===== config.mk =====
export PLATFORM = sky130hd
export DESIGN_NAME = pwr_seq_ctl
export DESIGN_NICKNAME = d
export VERILOG_FILES = /design/src/rtl/pwr_seq_pkg.sv /design/src/rtl/pwr_pd_sync.sv /design/src/rtl/pwr_ctl_reg.sv /design/src/rtl/pwr_adc_init.sv /design/src/rtl/pwr_seq_ctl.sv
export SDC_FILE = /design/constraint.sdc
export NUM_CORES = 1
export LEC_CHECK = 0
export BUFFER_PORTS_ARGS = -buffer_cell sky130_fd_sc_hd__buf_4
export CAP_MARGIN = 20
export CORE_MARGIN = 4
export CORE_UTILIZATION = 34
export DETAILED_ROUTE_END_ITERATION = 6
export RECOVER_POWER = 25
export SLEW_MARGIN = 20
export SYNTH_ARGS = -nofsm -noshare
export SYNTH_HDL_FRONTEND = slang
export SYNTH_SLANG_ARGS = --single-unit

===== constraint.sdc =====
create_clock -name clk -period 3.8 [get_ports clk]
set_input_delay 0.76 -clock clk [delete_from_list [all_inputs] [get_ports clk]]
set_output_delay 0.76 -clock clk [all_outputs]
set_load 0.1 [all_outputs]

===== src/rtl/pwr_seq_pkg.sv =====
package pwr_seq_pkg;
    localparam int NUM_BLOCKS = 8;
    localparam int BIT_ADC    = 0;
    localparam int BIT_MIC    = 1;
    localparam int BIT_AUX    = 2;
    localparam int BIT_MONO   = 3;
    localparam int BIT_LINE   = 4;
    localparam int BIT_BEEP_M = 5;
    localparam int BIT_BEEP_S = 6;
    localparam int BIT_REF    = 7;

    typedef enum logic [1:0] {
        ADC_OFF   = 2'd0,
        ADC_WARM  = 2'd1,
        ADC_READY = 2'd2
    } adc_state_e;
endpackage


===== src/rtl/pwr_pd_sync.sv =====
module pwr_pd_sync #(
    parameter int STAGES = 2
) (
    input  logic clk,
    input  logic rst_n,
    input  logic pin_n,
    output logic pd_active
);
    logic [STAGES-1:0] sync_q;

    generate
        if (STAGES == 1) begin : g_single
            always_ff @(posedge clk or negedge rst_n) begin
                if (!rst_n) sync_q <= '0;
                else        sync_q <= pin_n;
            end
        end else begin : g_chain
            always_ff @(posedge clk or negedge rst_n) begin
                if (!rst_n) sync_q <= '0;
                else        sync_q <= {sync_q[STAGES-2:0], pin_n};
            end
        end
    endgenerate

    // Treated as powered down until the synchronized pin reads high.
    assign pd_active = !sync_q[STAGES-1];
endmodule


===== src/rtl/pwr_ctl_reg.sv =====
module pwr_ctl_reg #(
    parameter int WIDTH = 8
) (
    input  logic             clk,
    input  logic             rst_n,
    input  logic             wr_en,
    input  logic [WIDTH-1:0] wr_data,
    output logic [WIDTH-1:0] ctl_q
);
    always_ff @(posedge clk or negedge rst_n) begin
        if (!rst_n)     ctl_q <= '0;
        else if (wr_en) ctl_q <= wr_data;
    end
endmodule


===== src/rtl/pwr_adc_init.sv =====
module pwr_adc_init
    import pwr_seq_pkg::*;
#(
    parameter int INIT_SAMPLES = 2081
) (
    input  logic clk,
    input  logic rst_n,
    input  logic adc_on,
    input  logic fs_tick,
    output logic adc_valid
);
    localparam int CW = (INIT_SAMPLES > 1) ? $clog2(INIT_SAMPLES) : 1;
    localparam logic [CW-1:0] LAST = CW'(INIT_SAMPLES - 1);

    adc_state_e state_q, state_d;
    logic [CW-1:0] cnt_q, cnt_d;

    // State register.
    always_ff @(posedge clk or negedge rst_n) begin
        if (!rst_n) begin
            state_q <= ADC_OFF;
            cnt_q   <= '0;
        end else begin
            state_q <= state_d;
            cnt_q   <= cnt_d;
        end
    end

    // Next-state logic.
    always_comb begin
        state_d = state_q;
        cnt_d   = cnt_q;
        unique case (state_q)
            ADC_OFF: begin
                cnt_d = '0;
                if (adc_on) state_d = ADC_WARM;
            end
            ADC_WARM: begin
                if (!adc_on) begin
                    state_d = ADC_OFF;
                end else if (fs_tick) begin
                    if (cnt_q == LAST) state_d = ADC_READY;
                    else               cnt_d   = cnt_q + 1'b1;
                end
            end
            ADC_READY: begin
                if (!adc_on) state_d = ADC_OFF;
            end
            default: state_d = ADC_OFF;
        endcase
    end

    // Output logic.
    always_comb begin
        adc_valid = 1'b0;
        unique case (state_q)
            ADC_READY: adc_valid = adc_on;
            default:   adc_valid = 1'b0;
        endcase
    end
endmodule


===== src/rtl/pwr_seq_ctl.sv =====
module pwr_seq_ctl
    import pwr_seq_pkg::*;
#(
    parameter int INIT_SAMPLES = 2081,
    parameter int SYNC_STAGES  = 2
) (
    input  logic                  clk,
    input  logic                  rst_n,
    input  logic                  hw_pd_n,
    input  logic                  wr_en,
    input  logic [NUM_BLOCKS-1:0] wr_data,
    input  logic                  fs_tick,
    output logic [NUM_BLOCKS-1:0] rd_data,
    output logic [NUM_BLOCKS-1:0] blk_en,
    output logic                  adc_valid,
    output logic                  all_pd,
    output logic                  mic_gain_clr,
    output logic                  cfg_err
);
    logic                  pd_active;
    logic [NUM_BLOCKS-1:0] ctl_q;

    pwr_pd_sync #(.STAGES(SYNC_STAGES)) u_sync (
        .clk       (clk),
        .rst_n     (rst_n),
        .pin_n     (hw_pd_n),
        .pd_active (pd_active)
    );

    pwr_ctl_reg #(.WIDTH(NUM_BLOCKS)) u_reg (
        .clk     (clk),
        .rst_n   (rst_n),
        .wr_en   (wr_en),
        .wr_data (wr_data),
        .ctl_q   (ctl_q)
    );

    // Each stored bit is gated by the synchronized power-down.
    generate
        for (genvar i = 0; i < NUM_BLOCKS; i++) begin : g_gate
            assign blk_en[i] = ctl_q[i] & ~pd_active;
        end
    endgenerate

    pwr_adc_init #(.INIT_SAMPLES(INIT_SAMPLES)) u_adc (
        .clk       (clk),
        .rst_n     (rst_n),
        .adc_on    (blk_en[BIT_ADC]),
        .fs_tick   (fs_tick),
        .adc_valid (adc_valid)
    );

    assign rd_data      = ctl_q;
    assign all_pd       = pd_active | (ctl_q == '0);
    assign mic_gain_clr = ~blk_en[BIT_MIC];
    assign cfg_err      = ~ctl_q[BIT_REF] & (|ctl_q[BIT_REF-1:0]);
endmodule


After elaboration in Yosys (flattened, before gate mapping)
Cells that the tools add are included.

cells by class
  bitwise gates (word level) = 12
  equal/unequal tests = 10
  muxes and demuxes = 11
  reductions and logical operators = 7
  add/sub/neg operators = 1

operators with widths
  cell                                                    number
  two-way mux 12 bit                                      3
  one-hot mux 12 bit (2 select lines)                     1
  adder 12 x 1 -> 12 bit (second input constant)          1
  equality test 12 bit (second input constant)            1
  two-way mux 2 bit                                       5
  AND 1 bit                                               9
  zero test 8 bit                                         1
  AND reduction 4 bit                                     2
  OR reduction 7 bit                                      1
  inequality test 2 bit (second input constant)           3
  inequality test 3 bit (second input constant)           2
  one-hot mux 2 bit (3 select lines)                      1
  inequality test 2 x 1 -> 1 bit (second input constant)  2
  equality test 2 x 1 -> 1 bit (second input constant)    1
  equality test 2 bit (second input constant)             1
  zero test 2 bit                                         1
  inverter 1 bit                                          2
  nonzero test 2 bit                                      1
  zero test 1 bit                                         1
  two-way mux 1 bit                                       1
  OR 1 bit                                                1

storage, ports and cells
  register bits = 24
  logic and storage cells = 45
  input port bits = 13
  output and inout bits = 20

Logic depth before layout (Yosys ltp)
  depth in word-level cells = 5
  mapped depth = 7
  depth with buffers taken out = 6

Cells and area by module
From an unflattened synthesis, not the netlist that was laid out.

unflattened totals
  cell total of the unflattened synthesis = 124
  area, all modules = 1312.5 sq um

by module, submodules not included
  module        area each (sq um)  sequential area each (sq um)  instances  cells an instance
  pwr_adc_init  840.8              350.3                         1          90
  pwr_ctl_reg   331.6              200.2                         1          17
  pwr_seq_ctl   86.3               0.0                           1          14
  pwr_pd_sync   53.8               50.0                          1          3

Least setup slack after synthesis
OpenSTA, ideal clock, no wires.

  path type = register to output
  from = register u_reg.ctl_q[1]
  to = output port blk_en[1]
  arrival = 2646 ps
  required time = 3040 ps
  stages on the path, launching flop included = 3
  buffers on the path = 0
  setup slack = 394 ps
  cells stage by stage = dfrtp_1 -> nand2_1 -> inv_1

between the ends
  longest elaborated chain between the ends = 1

RTL lines
  item                    RTL line           text
  start, declared         pwr_ctl_reg.sv:8   output logic [WIDTH-1:0] ctl_q
  start signal, assigned  pwr_ctl_reg.sv:12  else if (wr_en) ctl_q <= wr_data;
  AND 1 bit               pwr_seq_ctl.sv:41  assign blk_en[i] = ctl_q[i] & ~pd_active;
  end, declared           pwr_seq_ctl.sv:14  output logic [NUM_BLOCKS-1:0] blk_en,

No other way between the ends.

Worst setup path after layout
  from = register u_reg.ctl_q[2]
  to = output port all_pd

between the ends
  longest elaborated chain between the ends = 2

RTL lines
  item             RTL line           text
  zero test 8 bit  pwr_seq_ctl.sv:54  assign all_pd = pd_active | (ctl_q == '0);
  OR 1 bit         pwr_seq_ctl.sv:54
  end, declared    pwr_seq_ctl.sv:16  output logic all_pd,

No other way between the ends.

==> results.toml <==
[global_route]
grt_first_pass_wirelength_um = 4912
antenna_found_initial = 0
global_route.peak_usage_layer = "met2"
met2_track_demand_over_resource_in_global_routing = 0.2044
grtUsageMet3 = 0.02326
global_route.usage.total = 0.1254
grt_util_met1 = 0.1597
globalRouteOverflowTotal = 0
largest_net_degree_at_the_start_of_global_routing = 25
grt_pass1_vias = 1020

[sta]
timing_max_transition_violations_final = 0
layout_worst_path_cycle_share = 0.6211
tns_ps = 0
hold_viol_final = 0
timing.max_slew.rel_slack = 0.1643
rsz0062_at_grt = "false"
achievable-frequency_ghz = 0.4237
setup-violations-final = 0
final_critical_path_setup_slack_ps = 1440
final_period_minus_worst_setup_slack_ps = 2360
fin_skew_ps = 2.160
tightest_slew_ps = 1254

[critical_path]
cp_data_required_time_ps = 3040
timing.critical_path.buf_inv = 1
worstSetupPathDepth = 4
critical_path_startpoint_category = "flop"
worstReg2RegStart = "u_adc.cnt_q[0]"
end_kind = "output pin"
crit_path_max_incr_delay_ps = 420
cp_delay_by_family_top = "simple AND/OR/NAND/NOR gates"
worstPathArrival_ps = 1600
setup.worst_path.start = "u_reg.ctl_q[2]"
worstReg2RegEnd = "u_adc.cnt_q[8]"
rrSetupSlack_ps = 1730
critical_path.slowest_cell = "sky130_fd_sc_hd__dfrtp_1"
critPathMaxFanout = 4
worst-setup-path-type = "flop to output pin"
reg2regPathDepth = 6
crit_chain = "nor4_1, nand2_1, o21ai_1, buf_4"
endpoint = "all_pd"

[power]
cellLeakagePower_nw = 0.7050
ir_worst_vdd_v = 0.0002542
power.density_mw_per_mm2 = 407.4
overall_power_of_the_completed_layout_uw = 649.4

[placed_design]
place_worst_setup_slack_ps = 1720
detailed_place.area_sq_mm = 0.001543
hpwlAfterDp_um = 2168
placement.io_buffers = 32
place_congestion = 0.7380

[cts]
cts_num_sinks = 24
post_cts_buffers = 0
hold_buffers = 0
clkLatencyLatePin_ps = 260
cts-resized-gates = 0
cts_buffer_depth = 2
clkSlewWorstSetupHoldPaths_ps = 80
root_buffer = "sky130_fd_sc_hd__clkbuf_8"
ctsHtreeMaxLevel = 1
clock_tree_from_tritoncts = "built"
cts_inserted_buffers = 3

[hold_path]
hold_path_class = "flop to flop"

[drt]
route.vias.total = 1095
detailedRoute.firstIterationViolations = 66
wire_per_inst_um = 13.76
drtPass1Iterations = 4
total_wirelength_of_the_detailed_routed_design_um = 2835
avgViaCountPerCell = 5.316
ant_nets = 0
drcViolationCount = 0

[yosys]
postSynthCellCount = 128
ys_types = 34
synth_area_per_cell_sq_um = 9.892
netlist_area_sq_mm = 0.001266
ys_warn_count = 0
mappedNetlistNets = 143
synth_seq_cells = 24
synth-seq-area-share = 0.4743

[die]
num_rows = 21
floorplan.initialDensity = 0.3651
floorplan.die.height_um = 69.03
boundaryPins = 33
dieArea_sq_mm = 0.004764
fp.coreArea_sq_mm = 0.003468
floorplan.die.width_um = 69.03

[cells_and_area]
finish.utilization = 0.4596
final_area_sq_mm = 0.001594
filler_cell_count = 349
layout.nets = 176
syn2layout_area_growth_pct = 25.89
num_antenna_cells = 0
final_layout_size_suffix_gt1_frac = 0.2250

[flow_run]
cap_violations = 0

[run_status]
run_status = "complete, no violations"
[how the worst min path moves through the flow]
stage | from | cells past startpoint | to
global placement | u_sync.sync_q[0] | 0 | u_sync.sync_q[1]
detailed placement | u_sync.sync_q[0] | 0 | u_sync.sync_q[1]
global route | u_sync.sync_q[0] | 0 | u_sync.sync_q[1]
floorplan | u_sync.sync_q[0] | 0 | u_sync.sync_q[1]
CTS | u_sync.sync_q[0] | 0 | u_sync.sync_q[1]
finish | u_sync.sync_q[0] | 0 | u_sync.sync_q[1]
[per-layer routing]
metal	share of wire	vias to the layer above
li1	-	529
met1	0.44	537
met2	0.50	22
met3	0.032	7
met4	0.022	0
met5	0	-
[logic make-up after synthesis]
group	share of synthesized area
AO/OA/AOI/OAI	0.1206
XOR/XNOR	0.006918
AND/OR/NAND/NOR	0.2579
buffers and inverters	0.04941
adder cells (fa/ha/maj)	0.01976
flip-flops	0.4743
multiplexers	0.07115
[flip-flops by register name, indices dropped and copies added, names as in the netlist]
register	count
u_adc.cnt_q	12
u_adc.state_q	2
u_reg.ctl_q	8
u_sync.sync_q	2
[cell type report]
| cell class | count | area (sq um) | share of cell area |
|---|---|---|---|
| Timing Repair Buffer | 32 | 236.5 | 0.1484 |
| Tap cell | 46 | 57.56 | 0.03611 |
| Clock buffer | 4 | 55.05 | 0.03454 |
| Multi-Input combinational cell | 89 | 603.1 | 0.3783 |
| Inverter | 11 | 41.29 | 0.02590 |
| Sequential cell | 24 | 600.6 | 0.3768 |
[per-stage QoR]
step           hold WS, ps  instances
2_1_floorplan        331.2        128
3_3_place_gp         336.5        202
3_5_place_dp         337.9        202
4_1_cts              356.7        206
5_1_grt              365.0        206
6_report             354.9        206
[Yosys cell counts]
cell type / n / area, sq um
sky130_fd_sc_hd__nand3b_1: 2 / 15.01
sky130_fd_sc_hd__a21o_1: 1 / 7.510
sky130_fd_sc_hd__and3b_1: 1 / 8.760
sky130_fd_sc_hd__clkbuf_1: 1 / 3.750
sky130_fd_sc_hd__and4bb_1: 1 / 12.51
sky130_fd_sc_hd__or4_1: 1 / 7.510
sky130_fd_sc_hd__dfrtp_1: 24 / 600.6
sky130_fd_sc_hd__a21oi_1: 3 / 15.01
sky130_fd_sc_hd__o21ai_1: 2 / 10.01
sky130_fd_sc_hd__o211ai_1: 7 / 52.55
sky130_fd_sc_hd__a22o_1: 2 / 17.52
sky130_fd_sc_hd__nor4_1: 4 / 25.02
sky130_fd_sc_hd__buf_4: 1 / 7.510
sky130_fd_sc_hd__mux2_1: 8 / 90.09
sky130_fd_sc_hd__o311ai_0: 1 / 8.760
sky130_fd_sc_hd__and3_1: 1 / 6.260
sky130_fd_sc_hd__a221o_1: 2 / 20.02
sky130_fd_sc_hd__nand2_2: 1 / 6.260
sky130_fd_sc_hd__and4b_1: 2 / 20.02
sky130_fd_sc_hd__nand4_1: 4 / 25.02
sky130_fd_sc_hd__a31oi_1: 2 / 12.51
sky130_fd_sc_hd__or3_1: 1 / 6.260
sky130_fd_sc_hd__ha_1: 2 / 25.02
sky130_fd_sc_hd__buf_2: 2 / 10.01
sky130_fd_sc_hd__inv_1: 11 / 41.29
sky130_fd_sc_hd__nor2_1: 7 / 26.28
sky130_fd_sc_hd__xnor2_1: 1 / 8.760
sky130_fd_sc_hd__a211o_1: 1 / 8.760
sky130_fd_sc_hd__nand3_1: 10 / 50.05
sky130_fd_sc_hd__nand2b_1: 1 / 6.260
sky130_fd_sc_hd__nor3_1: 6 / 30.03
sky130_fd_sc_hd__nand2_1: 5 / 18.77
sky130_fd_sc_hd__and2_1: 8 / 50.05
sky130_fd_sc_hd__nor2b_1: 2 / 12.51
[cells in the final DEF (no fill, tap or decap), types with 3 or more instances in the layout]
master                     netlist  layout
sky130_fd_sc_hd__buf_4           1      31
sky130_fd_sc_hd__dfrtp_1        24      24
sky130_fd_sc_hd__inv_1          11      11
sky130_fd_sc_hd__nand3_1        10      10
sky130_fd_sc_hd__and2_1          8       8
sky130_fd_sc_hd__mux2_1          8       8
sky130_fd_sc_hd__nor2_1          7       7
sky130_fd_sc_hd__o211ai_1        7       7
sky130_fd_sc_hd__nor3_1          6       6
sky130_fd_sc_hd__nand2_1         5       5
sky130_fd_sc_hd__nor4_1          4       4
sky130_fd_sc_hd__nand4_1         4       4
sky130_fd_sc_hd__clkbuf_8        0       4
sky130_fd_sc_hd__a21oi_1         3       3
[power breakdown]
part / switching (mW) / internal (mW)
Sequential: 0.0116 / 0.266
Combinational: 0.160 / 0.0413
Clock: 0.0779 / 0.0925
Total: 0.250 / 0.400
Note: power is estimated with default switching activity, not from simulation.
